[config.mk]
export PLATFORM = sky130hd
export DESIGN_NAME = rv32i_ctrl_decoder
export DESIGN_NICKNAME = d
export VERILOG_FILES = /design/src/rtl/rvdec_pkg.sv /design/src/rtl/rvdec_class_decode.sv /design/src/rtl/rvdec_alu_ctrl.sv /design/src/rtl/rvdec_branch_eval.sv /design/src/rtl/rv32i_ctrl_decoder.sv
export SDC_FILE = /design/constraint.sdc
export NUM_CORES = 1
export LEC_CHECK = 0
export ABC_AREA = 0
export BUFFER_PORTS_ARGS = -buffer_cell sky130_fd_sc_hd__buf_2
export CELL_PAD_IN_SITES_DETAIL_PLACEMENT = 1
export CELL_PAD_IN_SITES_GLOBAL_PLACEMENT = 2
export CORE_MARGIN = 2
export CORE_UTILIZATION = 11
export DETAILED_ROUTE_END_ITERATION = 12
export PLACE_DENSITY = 0.86
export SLEW_MARGIN = 10
export SYNTH_ARGS = -nofsm -noshare
export SYNTH_HDL_FRONTEND = slang
export SYNTH_SLANG_ARGS = --single-unit
[constraint.sdc]
create_clock -name vclk -period 2.7
set_input_delay 0.54 -clock vclk [all_inputs]
set_output_delay 0.54 -clock vclk [all_outputs]
set_load 0.03 [all_outputs]
[src/rtl/rvdec_pkg.sv]
package rvdec_pkg;

  localparam int OPC_W    = 7;
  localparam int OPC_LSB  = 0;
  localparam int F3_W     = 3;
  localparam int F3_LSB   = 12;
  localparam int ALT_BIT  = 30;
  localparam int ALU_OP_W = 4;

  localparam logic [OPC_W-1:0] OPC_OP     = 7'b0110011;
  localparam logic [OPC_W-1:0] OPC_OPIMM  = 7'b0010011;
  localparam logic [OPC_W-1:0] OPC_LOAD   = 7'b0000011;
  localparam logic [OPC_W-1:0] OPC_STORE  = 7'b0100011;
  localparam logic [OPC_W-1:0] OPC_BRANCH = 7'b1100011;
  localparam logic [OPC_W-1:0] OPC_JALR   = 7'b1100111;
  localparam logic [OPC_W-1:0] OPC_JAL    = 7'b1101111;

  typedef enum logic [1:0] {
    IMM_I = 2'd0,
    IMM_S = 2'd1,
    IMM_B = 2'd2,
    IMM_J = 2'd3
  } imm_fmt_e;

  typedef enum logic [ALU_OP_W-1:0] {
    ALU_ADD  = 4'd0,
    ALU_SUB  = 4'd1,
    ALU_SLL  = 4'd2,
    ALU_SLT  = 4'd3,
    ALU_SLTU = 4'd4,
    ALU_XOR  = 4'd5,
    ALU_SRL  = 4'd6,
    ALU_SRA  = 4'd7,
    ALU_OR   = 4'd8,
    ALU_AND  = 4'd9
  } alu_op_e;

  typedef enum logic [1:0] {
    WB_MEM = 2'd0,
    WB_ALU = 2'd1,
    WB_PC4 = 2'd2
  } wb_src_e;

  typedef enum logic [2:0] {
    CL_ILLEGAL = 3'd0,
    CL_OP      = 3'd1,
    CL_OPIMM   = 3'd2,
    CL_LOAD    = 3'd3,
    CL_STORE   = 3'd4,
    CL_BRANCH  = 3'd5,
    CL_JALR    = 3'd6,
    CL_JAL     = 3'd7
  } insn_class_e;

  typedef struct packed {
    imm_fmt_e imm_fmt;
    logic     rf_wen;
    logic     opa_pc;
    logic     opb_imm;
    logic     dmem_wen;
    wb_src_e  wb_src;
    logic     is_jump;
  } class_ctrl_t;

endpackage

[src/rtl/rvdec_class_decode.sv]
module rvdec_class_decode
  import rvdec_pkg::*;
(
  input  logic [OPC_W-1:0] opcode,
  output insn_class_e      insn_class
);

  always_comb begin
    unique case (opcode)
      OPC_OP:     insn_class = CL_OP;
      OPC_OPIMM:  insn_class = CL_OPIMM;
      OPC_LOAD:   insn_class = CL_LOAD;
      OPC_STORE:  insn_class = CL_STORE;
      OPC_BRANCH: insn_class = CL_BRANCH;
      OPC_JALR:   insn_class = CL_JALR;
      OPC_JAL:    insn_class = CL_JAL;
      default:    insn_class = CL_ILLEGAL;
    endcase
  end

endmodule

[src/rtl/rvdec_alu_ctrl.sv]
module rvdec_alu_ctrl
  import rvdec_pkg::*;
(
  input  insn_class_e     insn_class,
  input  logic [F3_W-1:0] funct3,
  input  logic            alt_bit,
  output alu_op_e         alu_op
);

  logic    arith_class;
  logic    allow_sub;
  alu_op_e f3_op;

  // Only register-register arithmetic may turn add into subtract.
  assign arith_class = (insn_class == CL_OP) || (insn_class == CL_OPIMM);
  assign allow_sub   = (insn_class == CL_OP);

  always_comb begin
    unique case (funct3)
      3'b000:  f3_op = (allow_sub && alt_bit) ? ALU_SUB : ALU_ADD;
      3'b001:  f3_op = ALU_SLL;
      3'b010:  f3_op = ALU_SLT;
      3'b011:  f3_op = ALU_SLTU;
      3'b100:  f3_op = ALU_XOR;
      3'b101:  f3_op = alt_bit ? ALU_SRA : ALU_SRL;
      3'b110:  f3_op = ALU_OR;
      default: f3_op = ALU_AND;
    endcase
  end

  assign alu_op = arith_class ? f3_op : ALU_ADD;

endmodule

[src/rtl/rvdec_branch_eval.sv]
module rvdec_branch_eval
  import rvdec_pkg::*;
(
  input  logic            is_branch,
  input  logic [F3_W-1:0] funct3,
  input  logic            cmp_eq,
  input  logic            cmp_lt,
  output logic            cmp_unsigned,
  output logic            taken
);

  logic use_lt;
  logic invert;
  logic legal;
  logic raw_flag;

  // funct3[2] picks the less-than flag, funct3[1] the unsigned variant,
  // funct3[0] the inverted sense; 010 and 011 are reserved.
  assign use_lt   = funct3[2];
  assign invert   = funct3[0];
  assign legal    = funct3[2] || !funct3[1];
  assign raw_flag = use_lt ? cmp_lt : cmp_eq;

  assign cmp_unsigned = is_branch && funct3[2] && funct3[1];
  assign taken        = is_branch && legal && (raw_flag ^ invert);

endmodule

[src/rtl/rv32i_ctrl_decoder.sv]
module rv32i_ctrl_decoder
  import rvdec_pkg::*;
#(
  parameter int ILEN   = 32,
  parameter int AOP_W  = ALU_OP_W
) (
  input  logic [ILEN-1:0]  instr_word,
  input  logic             cmp_eq,
  input  logic             cmp_lt,
  output logic [1:0]       imm_fmt,
  output logic             rf_wen,
  output logic             cmp_unsigned,
  output logic             opa_pc,
  output logic             opb_imm,
  output logic [AOP_W-1:0] alu_op,
  output logic             dmem_wen,
  output logic [1:0]       wb_src,
  output logic             pc_redirect
);

  localparam int RD_LSB = OPC_LSB + OPC_W;

  logic [OPC_W-1:0] opcode;
  logic [F3_W-1:0]  funct3;
  logic             alt_bit;
  insn_class_e      insn_class;
  alu_op_e          alu_op_int;
  class_ctrl_t      ctl;
  logic             br_taken;
  logic             unused_fields;

  assign opcode  = instr_word[OPC_LSB +: OPC_W];
  assign funct3  = instr_word[F3_LSB +: F3_W];
  assign alt_bit = instr_word[ALT_BIT];

  // Register specifiers and upper immediate bits steer the datapath only.
  assign unused_fields = ^{instr_word[ILEN-1], instr_word[ALT_BIT-1:F3_LSB+F3_W],
                           instr_word[F3_LSB-1:RD_LSB]};

  rvdec_class_decode u_class (
    .opcode     (opcode),
    .insn_class (insn_class)
  );

  rvdec_alu_ctrl u_alu (
    .insn_class (insn_class),
    .funct3     (funct3),
    .alt_bit    (alt_bit),
    .alu_op     (alu_op_int)
  );

  rvdec_branch_eval u_branch (
    .is_branch    (insn_class == CL_BRANCH),
    .funct3       (funct3),
    .cmp_eq       (cmp_eq),
    .cmp_lt       (cmp_lt),
    .cmp_unsigned (cmp_unsigned),
    .taken        (br_taken)
  );

  always_comb begin
    ctl = '{imm_fmt: IMM_I, rf_wen: 1'b0, opa_pc: 1'b0, opb_imm: 1'b0,
            dmem_wen: 1'b0, wb_src: WB_ALU, is_jump: 1'b0};
    unique case (insn_class)
      CL_OP: begin
        ctl.rf_wen = 1'b1;
      end
      CL_OPIMM: begin
        ctl.rf_wen  = 1'b1;
        ctl.opb_imm = 1'b1;
      end
      CL_LOAD: begin
        ctl.rf_wen  = 1'b1;
        ctl.opb_imm = 1'b1;
        ctl.wb_src  = WB_MEM;
      end
      CL_STORE: begin
        ctl.imm_fmt  = IMM_S;
        ctl.opb_imm  = 1'b1;
        ctl.dmem_wen = 1'b1;
      end
      CL_BRANCH: begin
        ctl.imm_fmt = IMM_B;
        ctl.opa_pc  = 1'b1;
        ctl.opb_imm = 1'b1;
      end
      CL_JALR: begin
        ctl.rf_wen  = 1'b1;
        ctl.opb_imm = 1'b1;
        ctl.wb_src  = WB_PC4;
        ctl.is_jump = 1'b1;
      end
      CL_JAL: begin
        ctl.imm_fmt = IMM_J;
        ctl.rf_wen  = 1'b1;
        ctl.opa_pc  = 1'b1;
        ctl.opb_imm = 1'b1;
        ctl.wb_src  = WB_PC4;
        ctl.is_jump = 1'b1;
      end
      default: ;
    endcase
  end

  assign imm_fmt     = ctl.imm_fmt;
  assign rf_wen      = ctl.rf_wen;
  assign opa_pc      = ctl.opa_pc;
  assign opb_imm     = ctl.opb_imm;
  assign dmem_wen    = ctl.dmem_wen;
  assign wb_src      = ctl.wb_src;
  assign alu_op      = AOP_W'(alu_op_int);
  assign pc_redirect = ctl.is_jump || br_taken;

endmodule

==> metrics.md <==
| Metric | Value |
|---|---|
| Status | finished, final reports clean |
| Seq cells | 0 |
| Post-synth top area share | slightly below 9% |
| Final Max Tran Viols | 0 |
| Die ar. | roughly 0.0028 mm2 |
| Final worst path period share | between 70% and 80% |
| Syn nets | between 70 and 80 |
| DRT Wirelength | 969 um |
| # Max-Cap Violations | 0 |
| Worst Tran Pin Value | 258 ps |
| Sequential cell area | 0 um2 |
| YS warnings | 0 |
| Via-to-Cell Ratio | 4.13 |
| Hold_buf cts | 0 |
| Crit path cell chain | buf_2, and2_1, nand4_1, o31ai_2, buf_2 |
| RSZ-0062 raised after global routing | false |
| Total global routing overflow | 0 |
| CP Launch Type | input port |
| Setup crit end kind | primary output |
| Worst-path fanout max | 7 |
| Synthesized area | 260 um2 |
| Post-CTS Setup Bufs | 0 |
| Register area share after synthesis | 0% |
| DRC viols | 0 |
| Count leader, synth | nor2_1 |
| Setup TNS | 0 ps |
| Antenna Diode Count | 0 |
| Initial Utilization | between 10% and 20% |
| Hold WC Path Type | input port to primary output |
| Post-CTS sizing | 0 |
| Dominant cells by area after synthesis | nor2_1, and4_2, mux2i_1, o21ai_0, nor2b_4 |
| Antenna Nets Post-Route | 0 |
| Most used cell, CP | buf_2 |
| Initial drt markers | 0 |
| Rel. slew slack | approximately 83% |
| # clk buffers | 0 |
| Multi-input logic area | 248 um2 |
| Area growth syn-to-layout | 63.5% |
| Unique masters post-synth | 25 |
| Drt wl/cell | 10.6 um |
| Buf/Inv on CP | 2 |
| Delay of the slowest critical-path stage | approximately 260 ps |
| Setup violations, final | 0 |
| Fin. Hold Viols | 0 |
| Area after DPL | 425 um2 |
| WP data required | 2160 ps |
| Die X | 52.6 um |
| Die Y | ~53 um |
| Crit-path slowest cell | and2_1 |
| Vias in the first global route | ~310 |
| Via count | between 300 and 400 |
| Critical path arrival | 1540 ps |
| Fin area | approximately 430 um2 |
| Peak supply drop | 34.0 uV |
| FP Rows | 17 |
| Pleak | between 0.2 and 0.25 nW |
| First-pass GRT wire length | between 1000 and 1500 um |
| Initial antenna violation count | 0 |
| Synth cell count leaders | nor2_1, o21ai_0 |
| Delay-heaviest family, CP | simple AND/OR/NAND/NOR gates |
| Core area | between 0.002 and 0.0025 mm2 |
| Crit path kind | input port to primary output |
| Post-layout min period | just over 2000 ps |
| IO Count | 48 |
| Drt pass-1 iters | 1 |
| Post-Syn Instances | 37 |
| Share of layout cells above drive strength 1 | a little under three fifths |
| Nets | 99 |
| Global Route Usage Sum | 6.35% |
| FMAX | about 480 MHz |
| RePlAce Congestion | 0.658 |
| # port buffers | 27 |
| Cell taking the most area after synthesis | nor2_1 |
| Largest net degree at the start of global routing | 8 |
| Fillers | between 200 and 300 |
| Power per cell area | 104 mW/mm2 |
| Post-Syn Area per Cell | around 7 um2 |
[layout make-up]
| class | count | area share (%) |
|---|---|---|
| Multi-Input combinational cell | 34 | 58.2 |
| Timing Repair Buffer | 27 | 31.8 |
| Tap cell | 28 | 8.24 |
| Inverter | 2 | 1.76 |
[per-layer routing]
metal | part of all wire (%) | global-route usage (%)
met5 | 0 | 0
met4 | 0 | 0
met3 | 9.1 | 0.571
met2 | 42 | 10.6
met1 | 49 | 9.26
[through the flow]
| step | hold slack [ps] | power [mW] | setup WS, ps | instances | utilization [%] |
|---|---|---|---|---|---|
| floorplan | 1200 | 0.0235 | 591 | 37 | - |
| global placement | 1470 | 0.0432 | 618 | 91 | 19.0 |
| detailed placement | 1480 | 0.0445 | 617 | 91 | 19.0 |
| CTS | 1480 | 0.0447 | 604 | 91 | 19.0 |
| global route | 1500 | 0.0483 | 534 | 91 | 19.0 |
| finish | 1480 | 0.0444 | 622 | 91 | 19.0 |
[logic make-up (layout without fill, tap and decap cells)]
logic type	after synthesis	count (layout)	share of synthesized area [%]
xor+xnor	2	2	6.73
buf+inv	3	29	4.80
compound gates	11	11	33.2
mux	2	2	7.69
simple gates	19	19	47.6
[where the power goes]
part | switching (mW) | total [mW] | internal, mW
logic | 0.0264 | 0.0444 | 0.0180
clock network | 0 | 0 | 0
registers | 0 | 0 | 0
[layout by cell type, fill, tap and decap left out, types with 2 or more instances in the layout]
cell,instances
nor2b_1,2
and4_2,2
buf_2,27
nand2_1,2
mux2i_1,2
o21ai_0,4
nor2_1,6
[worst min-delay path, delay by kind of cell]
family	cells	cell delay [ps]
AOI/OAI and AO/OA	1	80
buffers and inverters	2	320
[final timing paths]
check | start | end | slack, ps | depth (start not counted)
min | instr_word[12] | alu_op[0] | 1480 | 3
max | instr_word[1] | pc_redirect | 620 | 5
Note: power is estimated with default switching activity, not from simulation.
